[config.mk]
export PLATFORM = sky130hd
export DESIGN_NAME = dsadc_ctrl
export DESIGN_NICKNAME = d
export VERILOG_FILES = /design/src/rtl/dsadc_pkg.sv /design/src/rtl/dsadc_sync.sv /design/src/rtl/dsadc_bcd_cnt.sv /design/src/rtl/dsadc_ctrl.sv
export SDC_FILE = /design/constraint.sdc
export NUM_CORES = 1
export LEC_CHECK = 0
export BUFFER_PORTS_ARGS = -buffer_cell sky130_fd_sc_hd__buf_2
export CAP_MARGIN = 20
export CORE_MARGIN = 3
export CORE_UTILIZATION = 52
export DETAILED_ROUTE_END_ITERATION = 16
export PLACE_DENSITY = 0.75
export RECOVER_POWER = 25
export REMOVE_ABC_BUFFERS = 1
export SLEW_MARGIN = 20
export SYNTH_ARGS = -nofsm -noshare
export SYNTH_HDL_FRONTEND = slang
export SYNTH_SLANG_ARGS = --single-unit
[constraint.sdc]
create_clock -name clk -period 1.85 [get_ports clk]
set_input_delay 0.37 -clock clk [delete_from_list [all_inputs] [get_ports clk]]
set_output_delay 0.37 -clock clk [all_outputs]
set_load 0.01 [all_outputs]
[src/rtl/dsadc_pkg.sv]
package dsadc_pkg;
    typedef enum logic [1:0] {
        ST_IDLE  = 2'd0,
        ST_INTEG = 2'd1,
        ST_DEINT = 2'd2
    } phase_t;

    localparam int unsigned BCD_W = 4;
endpackage

[src/rtl/dsadc_sync.sv]
module dsadc_sync #(
    parameter int unsigned STAGES = 2
) (
    input  logic clk,
    input  logic rst_n,
    input  logic d_async,
    output logic q_sync
);
    logic [STAGES-1:0] shreg;

    always_ff @(posedge clk or negedge rst_n) begin
        if (!rst_n) begin
            shreg <= '0;
        end else begin
            shreg <= {shreg[STAGES-2:0], d_async};
        end
    end

    assign q_sync = shreg[STAGES-1];
endmodule

[src/rtl/dsadc_bcd_cnt.sv]
module dsadc_bcd_cnt #(
    parameter int unsigned DIGITS = 4
) (
    input  logic                  clk,
    input  logic                  rst_n,
    input  logic                  clr,
    input  logic                  en,
    output logic [4*DIGITS-1:0]   cnt_q,
    output logic                  wrap
);
    import dsadc_pkg::*;

    logic [DIGITS:0] carry;

    assign carry[0] = en;

    for (genvar g = 0; g < DIGITS; g++) begin : g_digit
        logic [BCD_W-1:0] dig;
        assign dig = cnt_q[g*BCD_W +: BCD_W];
        assign carry[g+1] = carry[g] && (dig == 4'd9);

        always_ff @(posedge clk or negedge rst_n) begin
            if (!rst_n) begin
                cnt_q[g*BCD_W +: BCD_W] <= '0;
            end else if (clr) begin
                cnt_q[g*BCD_W +: BCD_W] <= '0;
            end else if (carry[g]) begin
                cnt_q[g*BCD_W +: BCD_W] <= (dig == 4'd9) ? 4'd0 : dig + 4'd1;
            end
        end

        AST_DIGIT_RANGE: assert property (@(posedge clk) disable iff (!rst_n)
            dig <= 4'd9);
    end

    assign wrap = carry[DIGITS];

    AST_GATE_HOLD: assert property (@(posedge clk) disable iff (!rst_n)
        (!en && !clr) |=> $stable(cnt_q));
    AST_WRAP_ZERO: assert property (@(posedge clk) disable iff (!rst_n)
        (wrap && !clr) |=> (cnt_q == '0));
endmodule

[src/rtl/dsadc_ctrl.sv]
module dsadc_ctrl #(
    parameter int unsigned DIGITS      = 4,
    parameter int unsigned SYNC_STAGES = 2
) (
    input  logic                clk,
    input  logic                rst_n,
    input  logic                conv_start,
    input  logic                cmp_raw,
    output logic                sw_sig,
    output logic                sw_refn,
    output logic                busy,
    output logic                done,
    output logic                over_range,
    output logic [4*DIGITS-1:0] result_bcd
);
    import dsadc_pkg::*;

    localparam int unsigned W = BCD_W * DIGITS;

    function automatic logic [W-1:0] all_nines();
        logic [W-1:0] v;
        for (int i = 0; i < int'(DIGITS); i++) begin
            v[i*BCD_W +: BCD_W] = 4'd9;
        end
        return v;
    endfunction

    localparam logic [W-1:0] NINES = all_nines();

    phase_t       state_q, state_d;
    logic         cmp_s;
    logic         cnt_en;
    logic         cnt_wrap;
    logic [W-1:0] cnt_q;
    logic         finish;

    dsadc_sync #(.STAGES(SYNC_STAGES)) u_sync (
        .clk     (clk),
        .rst_n   (rst_n),
        .d_async (cmp_raw),
        .q_sync  (cmp_s)
    );

    assign cnt_en = cmp_s && !conv_start && (state_q != ST_IDLE);
    assign finish = (state_q == ST_DEINT) && !conv_start && (cnt_wrap || !cmp_s);

    dsadc_bcd_cnt #(.DIGITS(DIGITS)) u_cnt (
        .clk   (clk),
        .rst_n (rst_n),
        .clr   (conv_start),
        .en    (cnt_en),
        .cnt_q (cnt_q),
        .wrap  (cnt_wrap)
    );

    always_comb begin
        state_d = state_q;
        unique case (state_q)
            ST_IDLE: begin
                if (conv_start) state_d = ST_INTEG;
            end
            ST_INTEG: begin
                if (conv_start)    state_d = ST_INTEG;
                else if (cnt_wrap) state_d = ST_DEINT;
            end
            ST_DEINT: begin
                if (conv_start)  state_d = ST_INTEG;
                else if (finish) state_d = ST_IDLE;
            end
            default: state_d = ST_IDLE;
        endcase
    end

    always_ff @(posedge clk or negedge rst_n) begin
        if (!rst_n) state_q <= ST_IDLE;
        else        state_q <= state_d;
    end

    always_ff @(posedge clk or negedge rst_n) begin
        if (!rst_n) begin
            done       <= 1'b0;
            over_range <= 1'b0;
            result_bcd <= '0;
        end else begin
            done <= finish;
            if (finish) begin
                over_range <= cnt_wrap;
                result_bcd <= cnt_wrap ? NINES : cnt_q;
            end
        end
    end

    assign sw_sig  = (state_q == ST_INTEG);
    assign sw_refn = (state_q == ST_DEINT);
    assign busy    = (state_q != ST_IDLE);

    AST_START_CLEARS: assert property (@(posedge clk) disable iff (!rst_n)
        conv_start |=> (cnt_q == '0 && sw_sig && !sw_refn));
    AST_PHASE_AT_WRAP: assert property (@(posedge clk) disable iff (!rst_n)
        $rose(sw_refn) |-> (cnt_q == '0));
    AST_DONE_SINGLE: assert property (@(posedge clk) disable iff (!rst_n)
        done |=> !done);
    AST_DONE_IDLE: assert property (@(posedge clk) disable iff (!rst_n)
        done |-> (!busy && !sw_sig && !sw_refn));
    AST_OVR_SATURATE: assert property (@(posedge clk) disable iff (!rst_n)
        (done && over_range) |-> (result_bcd == NINES));
    AST_ABORT_NO_DONE: assert property (@(posedge clk) disable iff (!rst_n)
        conv_start |=> !done);
endmodule

Word level (Yosys, flattened, before mapping)
Cells that the tools add are included.
- register bits after elaboration: 38
- word-level logic and storage cells: 59
- output and inout port bits: 21
- bits of input ports: 4
- add/subtract/negate cells: 4
- reductions and logical operators: 18
- eq/ne operators: 9
- muxes and demuxes: 19
- operators with widths (cell ; count):
    $mux 4 ; 12
    $add 4x1->4 const B ; 4
    $eq 4x4->1 const B ; 4
    $mux 16 ; 1
    $mux 2 ; 5
    $reduce_bool 2->1 ; 5
    $logic_and 1x1->1 ; 8
    $ne 3x2->1 const B ; 2
    $pmux 2 s3 ; 1
    $reduce_and 3->1 ; 1
    $eq 2x1->1 const B ; 1
    $eq 2x2->1 const B ; 1
    $logic_not 1->1 ; 2
    $logic_not 2->1 ; 1
    $ne 2x2->1 const B ; 1
    $logic_or 1x1->1 ; 1

Longest topological paths before layout
Gate-level depths: netlist of the first run.
- depth in word-level cells: 12
- depth in mapped cells: 7
- gate-level depth less buffers: 6

By module
Synthesis of the first run repeated with hierarchy kept, for this count alone.
- cells, all modules: 192
- area total of the unflattened synthesis: 1985.7 um^2
- modules (own cells, without submodules) (module ; area an instance (um^2) ; cells an instance ; seq. area each (um^2) ; times used):
    dsadc_bcd_cnt ; 1042.2 ; 110 ; 400.4 ; 1
    dsadc_ctrl ; 893.4 ; 80 ; 500.5 ; 1
    dsadc_sync ; 50.0 ; 2 ; 50.0 ; 1

Worst setup path before layout of the first run
OpenSTA, ideal clock, no wires.
- path kind: reg-to-reg
- start: register u_cnt.cnt_q[1], in the netlist u_cnt.g_digit[0].dig[1]
- end: register u_cnt.cnt_q[13], in the netlist u_cnt.g_digit[3].dig[1]
- stages on the path, launching flop included: 8
- setup time: 0.078 ns
- arrival: 1.656 ns
- clock period less this slack: 1.734 ns
- buffers on the path: 1
- required time: 1.772 ns
- path slack: 0.116 ns
- path through: dfrtp_1 inv_1 ha_1 and3b_2 nand3_2 buf_6 or4_1 a21oi_1
- cells in the longest elaborated chain, start to end: 5
- ends and longest elaborated chain (what ; RTL line ; RTL):
    from (decl) ; dsadc_bcd_cnt.sv:8 ; output logic [4*DIGITS-1:0] cnt_q,
    from (signal, indexed assignment) ; dsadc_bcd_cnt.sv:28 ; cnt_q[g*BCD_W +: BCD_W] <= (dig == 4'd9) ? 4'd0 : dig + 4'd1;
    $eq 4x4->1 ; dsadc_bcd_cnt.sv:20 ; assign carry[g+1] = carry[g] && (dig == 4'd9);
    $logic_and 1x1->1 (3 in a row) ; dsadc_bcd_cnt.sv:20 ;
    $reduce_bool 2->1 (no line) ; - ;
Every way passes these cells.
A chain may end at the register's enable or synchronous reset.

Worst setup path in the final report of the first run
Same ends and word-level chain as after synthesis.

==> flow_summary_export.csv, run 1 <==
group,metric,value,unit
run_status,status,"completed",
timing,setup_slack,0.0999,ns
clock_network,cts_buffers,5,
grt,grt_first_pass_wirelength,8150,µm
final_layout,final_core_utilization,67.2,%
placement,port_buffers,24,
yosys,synthAdderAreaFrac,4.95,%
final_layout,final_cell_mix,"dfrtp_1, nand2_1, buf_4",
hold_path,hold_path_class,"primary input to flip-flop",
job,maxCapViolCount,0,
final_layout,area_growth,23.6,%
grt,grt_antenna_before_repair,0,
placement,dp_slack,0.0335,ns
timing,setup-violations-final,0,
yosys,synthArstFlopShare,100,%
yosys,yosys_warnings,0,
hold_path,min_from,"cmp_raw",
setup_path,reg2reg_from,"u_cnt.g_digit[0].dig[1]",
route,via_per_inst,5.80,
yosys,muxShareOfSynthArea,0,%
floorplan,die_w,68.3,µm
placement,hpwl,3500,µm
route,post-route-drc-count,0,
timing,slew_viol_final,0,
grt,grt.overflow.total,0,
clock_network,cts_sinks,38,
yosys,synthXorXnorAreaFrac,1.30,%
timing,hold_viol,0,
final_layout,fin_cells,308,
final_layout,diodes,0,
grt,grt_start_max_net_pins,39,
clock_network,cts-root-buf,"clkbuf_8",
grt,grt_pass1_vias,1697,
route,dr.pass1.iters,4,
timing,period_share,94.6,%
power,power_density,645,nW/µm²
setup_path,startpoint,"u_cnt.g_digit[0].dig[1]",
yosys,synth-seq-cells,38,
timing,worst_slew_pin_slew,0.925,ns
clock_network,cts_tree,"built",
yosys,synth_top_area_cell,"dfrtp_1",
route,antenna_left,0,
yosys,yosysSeqAreaShare,47.1,%
route,vias,1786,
final_layout,final_common_cell,"dfrtp_1",
yosys,synth-main-ff-cell,"dfrtp_1",
yosys,synth_edf_count,0,
final_layout,layout.nets,271,
clock_network,clock_latency,0.29,ns
clock_network,htreeDepth,2,
yosys,synth_top_family_by_area,"simple AND/OR/NAND/NOR gates",
floorplan,ios,25,
yosys,syn_area,2020,µm²
placement,placedCellCount,299,
timing,rsz0062_at_grt,"true",
yosys,synth.distinct_cells,43,
floorplan,initial_core_util,54.4,%
floorplan,core_area,3720,µm²
timing,skew,0.00726,ns
floorplan,dieHeight,68.3,µm
setup_path,cp-end-kind,"flip-flop",
timing,min_period,1.75,ns
setup_path,worst-setup-path-type,"flip-flop to flip-flop",
power,ir_drop,0.000387,V
setup_path,cp_max_fo,8,
clock_network,ctsHoldBuffers,0,
yosys,syn-mean-instance-area,9.67,µm²
power,total_leakage_power,1.08,nW
floorplan,rows,22,
clock_network,clk_pin_slew_worst_paths,0.07,ns
timing,slew_headroom,38.3,%
placement,gp_congestion,0.863,
yosys,synth_compound_area_share,20.0,%
setup_path,worstPathRequired,2.07,ns
timing,fmax,571,MHz
final_layout,final_cell_area,2500,µm²
yosys,synthTopCellsByArea,"dfrtp_1, ha_1, nand2_1",
route,drt-initial-drc-count,117,
yosys,synthCells,209,
final_layout,drive_above_1_share,28.8,%
route,wl_per_cell,15.8,µm
placement,place_area,2350,µm²
yosys,yosys.area_share.simple,21.7,%
clock_network,ctsLongestPathBuffers,2,
grt,track_usage,23.8,%
setup_path,worstPathArrival,1.97,ns
yosys,synth_top_area_share,47.1,%
setup_path,critPathLaunchType,"flip-flop",
route,totalWireLength,4880,µm
floorplan,dieArea,4670,µm²
timing,setup_tns,0,ns
## metal layers
layer	vias to the layer above	GRT usage [%]	wire, µm
li1	868	-	-
met1	855	32.4	2150
met2	58	38.1	2380
met3	5	4.93	292
met4	0	6.95	51
met5	-	0	0
## per-stage QoR
stage | hold WS (ns) | power, mW
2_1_floorplan | 0.0744 | 0.884
3_3_place_gp | 0.332 | 0.932
3_5_place_dp | 0.336 | 0.934
4_1_cts | 0.127 | 1.63
5_1_grt | 0.172 | 1.68
6_report | 0.177 | 1.61
## power breakdown
part / total (mW) / switching, mW / leakage, nW / internal (mW)
registers: 0.842 / 0.00478 / 0.478 / 0.837
logic: 0.0766 / 0.0520 / 0.547 / 0.0246
clock network: 0.693 / 0.290 / 0.0524 / 0.403
## sequential cells by signal, summed over array words and instances, names as in the netlist
signal             flops
done                   1
over_range             1
result_bcd            16
state_q                2
u_cnt.g_digit.dig     16
u_sync.shreg           2
## worst max-delay path, cell delays in order, from the launching register on
cell and delay [ns]:
dfrtp_1 0.39, inv_2 0.07, ha_2 0.18, and3b_2 0.21, nand3_2 0.15, or4_1 0.53, a21oi_1 0.16
## synthesized netlist by cell type, drive strengths merged, types with 4 or more instances
cell,n
o311ai,4
and3b,4
inv,13
nand2,26
nand3,6
dfrtp,38
a22oi,8
nor3b,6
and2,5
nor2,7
o21ai,15
a31oi,5
or4,4
a21oi,9
ha,8
o22ai,4
clkbuf,7
a221oi,4
nor3,5
## final timing paths
kind / end / slack, ns / depth (start not counted)
min in group asynchronous: result_bcd[0] / 0.28 / 2
max in group asynchronous: u_cnt.g_digit[0].dig[3] / 0.98 / 2
hold reg to reg: u_sync.shreg[1] / 0.35 / 0
setup reg to reg: u_cnt.g_digit[3].dig[1] / 0.1 / 6
hold / removal: u_sync.shreg[0] / 0.18 / 1
setup / recovery: u_cnt.g_digit[3].dig[1] / 0.1 / 6
## cell families (layout without fill, tap and decap cells)
kind of cell	count (synthesis)	in the layout
XOR/XNOR	3	3
AO/OA/AOI/OAI	61	61
flip-flops	38	38
buffers and inverters	22	73
AND/OR/NAND/NOR	77	77
adder cells (fa/ha/maj)	8	8
## what timing repair did
action / 4_1_cts / 5_1_grt
resized for setup: 0 / 10
setup buffers: 0 / 1
setup endpoints to repair: 0 / 24
## cell type report
cell class / instances / area [µm²]
clock buffer: 7 / 76.3
clock inverter: 1 / 30.0
fill: 294 / 1220
inverter: 13 / 51.3
multi-input combinational: 149 / 993
sequential: 38 / 951
tap: 48 / 60.1
timing repair buffer: 52 / 335
(Power assumes the default switching activity.)
==> inputs of run 2 (changes only) <==
--- a/config.mk
+++ b/config.mk
@@ -7,13 +7,14 @@
 export LEC_CHECK = 0
 export BUFFER_PORTS_ARGS = -buffer_cell sky130_fd_sc_hd__buf_2
 export CAP_MARGIN = 20
-export CORE_MARGIN = 3
-export CORE_UTILIZATION = 52
+export CORE_UTILIZATION = 51
+export CTS_BUF_LIST = sky130_fd_sc_hd__clkbuf_8 sky130_fd_sc_hd__clkbuf_16
 export DETAILED_ROUTE_END_ITERATION = 16
-export PLACE_DENSITY = 0.75
+export PLACE_DENSITY = 0.73
 export RECOVER_POWER = 25
 export REMOVE_ABC_BUFFERS = 1
 export SLEW_MARGIN = 20
 export SYNTH_ARGS = -nofsm -noshare
 export SYNTH_HDL_FRONTEND = slang
+export SYNTH_HIERARCHICAL = 1
 export SYNTH_SLANG_ARGS = --single-unit
==> flow_summary_export.csv, run 2 <==
group,metric,value,unit
run_status,status,"finished, violations left",
run_status,failed_checks,"negative setup slack",
clock_network,cts_tree,"built",
timing,skew,0.0109,ns
timing,period_share,105,%
grt,grt_start_max_net_pins,39,
final_layout,layout.nets,274,
route,antenna_left,0,
timing,setup_slack,-0.101,ns
power,total_leakage_power,1.42,nW
yosys,synthArstFlopShare,100,%
yosys,synth_top_area_cell,"dfrtp_1",
yosys,syn_area,1990,µm²
clock_network,cts_sinks,38,
timing,fin_hold_ws,0.173,ns
clock_network,clk_pin_slew_worst_paths,0.08,ns
setup_path,cp_max_fo,7,
timing,rsz0062_at_grt,"true",
clock_network,clock_latency,0.30,ns
route,drt-initial-drc-count,127,
route,post-route-drc-count,0,
final_layout,drive_above_1_share,38.8,%
setup_path,worstPathRequired,2.05,ns
yosys,muxShareOfSynthArea,5.67,%
floorplan,rows,22,
yosys,synthTopCellsByCount,"dfrtp_1, inv_1, a21oi_1",
timing,slew_headroom,38.3,%
floorplan,dieArea,4150,µm²
yosys,synthAdderAreaFrac,5.04,%
power,ir_drop,0.000323,V
final_layout,seq_area,951,µm²
timing,slew_viol_final,0,
grt,track_usage,27.8,%
job,maxCapViolCount,0,
grt,grt.overflow.total,0,
timing,fmax,513,MHz
yosys,synth_edf_count,0,
route,vias,1874,
power,power,1.79,mW
clock_network,htreeDepth,2,
route,wl_per_cell,18.8,µm
timing,min_period,1.95,ns
yosys,synth.distinct_cells,45,
final_layout,final_cell_mix,"buf_4, dfrtp_1, buf_2",
final_layout,multi_input_area,997,µm²
setup_path,cp-end-kind,"flip-flop",
yosys,yosys.area_share.simple,22.9,%
setup_path,worst-setup-path-type,"flip-flop to flip-flop",
yosys,synthXorXnorAreaFrac,0,%
setup_path,worstPathArrival,2.16,ns
setup_path,critPathLaunchType,"flip-flop",
final_layout,final_common_cell,"buf_4",
yosys,syn-mean-instance-area,10.3,µm²
yosys,synthTopCellsByArea,"dfrtp_1, ha_1, mux2i_1",
grt,grt_pass1_vias,1760,
clock_network,cts-root-buf,"clkbuf_8",
floorplan,core_area,3690,µm²
clock_network,cts_buffers,5,
placement,gp_congestion,0.879,
power,power_density,649,nW/µm²
floorplan,dieHeight,64.4,µm
hold_path,hold_path_class,"primary input to flip-flop",
grt,grt_antenna_before_repair,0,
yosys,synth-seq-cells,38,
final_layout,reg_top3,"result_bcd: 16 flops, u_cnt/g_digit.dig: 16 flops",
yosys,yosys_warnings,6,
final_layout,diodes,0,
yosys,synth_compound_area_share,12.8,%
final_layout,nFillCells,248,
route,via_per_inst,6.03,
grt,grt_first_pass_wirelength,8520,µm
yosys,synth_top_area_share,47.9,%
setup_path,reg2regPathDepth,8,
floorplan,ios,25,
placement,hpwl,3350,µm
yosys,synth-main-ff-cell,"dfrtp_1",
setup_path,max_stage_delay,0.39,ns
final_layout,area_growth,38.8,%
route,totalWireLength,5860,µm
clock_network,ctsLongestPathBuffers,2,
floorplan,die_w,64.4,µm
timing,worst_slew_pin_slew,0.926,ns
setup_path,slowest_stage,"dfrtp_1",
yosys,synthCells,192,
placement,port_buffers,24,
timing,setup-violations-final,16,
yosys,synth_top_family_by_area,"simple AND/OR/NAND/NOR gates",
floorplan,initial_core_util,53.8,%
route,dr.pass1.iters,5,
timing,hold_viol,0,
setup_path,worstPathCellList,"inv_1 -> ha_4 -> nand3b_1 -> nor4_4 -> buf_6 -> o21ai_4 -> buf_16 -> mux2i_1",
hold_path,hold_path_depth,1,
yosys,synth_most_common_cell,"dfrtp_1",
yosys,yosysSeqAreaShare,47.9,%
run 2: changes by cell type in the layout (fill, tap and decap cells not counted), moves of 5 or more:
cell,delta
nand2_1,-18
buf_4,+14
mux2i_1,+9
nand4_1,+9
o21ai_0,-9
a22oi_1,-7
nor2_1,+7
a21bo_2,+6
and2_1,-5
inv_1,+5
nor3b_1,-5
run 2: kinds of logic after synthesis:
group / after synthesis
flops: 38
fa+ha+maj: 8
simple gates: 71
buf+inv: 27
mux: 11
compound gates: 37
run 2: worst paths after layout:
check | startpoint | to | slack (ns)
min in group asynchronous | rst_n | result_bcd[10] | 0.29
hold / removal | cmp_raw | u_sync/shreg[0] | 0.17
hold reg to reg | u_sync/shreg[0] | u_sync/shreg[1] | 0.37
setup / recovery | u_cnt/g_digit[3].dig[1] | result_bcd[12] | -0.10
setup reg to reg | u_cnt/g_digit[3].dig[1] | result_bcd[12] | -0.10
max in group asynchronous | rst_n | u_cnt/g_digit[0].dig[0] | 0.98
run 2: final cells by class:
type	instances	area share (%)
Clock buffer	6	3.00
Sequential cell	38	34.5
Clock inverter	2	2.18
Tap cell	48	2.18
Inverter	18	2.63
Timing Repair Buffer	72	19.3
Multi-Input combinational cell	127	36.2
run 2: through the flow:
stage	utilization (%)	instances	cell area [µm²]	setup WS (ns)	TNS, ns
2_1_floorplan	-	183	1940	-1.79	-34.49
3_3_place_gp	65.4	290	2410	-0.145	-1.65
3_5_place_dp	65.4	290	2410	-0.197	-2.52
4_1_cts	73.2	307	2700	-0.0677	-0.733
5_1_grt	74.7	311	2760	-0.135	-1.45
6_report	74.7	311	2760	-0.101	-0.784
run 2: layer usage:
layer	wire length, µm	share of wire, %	up-vias	global-route usage [%]
met5	0	0	-	0
met4	208	3.6	0	13.1
met3	251	4.3	23	6.43
met2	2870	49	71	45.1
met1	2530	43	958	34.8
li1	-	-	822	-
run 2: timing repair:
action	4_1_cts	5_1_grt
pin swaps	11	7
gates resized for setup	13	9
buffers inserted	8	5
hold buffers	0	0
setup endpoints to repair	23	27
cloned	2	0
run 2: worst max-delay path: cells and delay by family (launching register included):
family,cells,cell delay (ns)
flops,1,0.39
buf+inv,3,0.48
fa+ha+maj,1,0.16
compound gates,1,0.10
simple gates,2,0.51
mux,1,0.22
run 2: where the power goes:
group / leakage [nW] / switching [mW] / internal [mW] / total [mW]
Combinational: 0.867 / 0.0469 / 0.0211 / 0.0680
Sequential: 0.479 / 0.00230 / 0.834 / 0.837
Clock: 0.0714 / 0.309 / 0.575 / 0.884
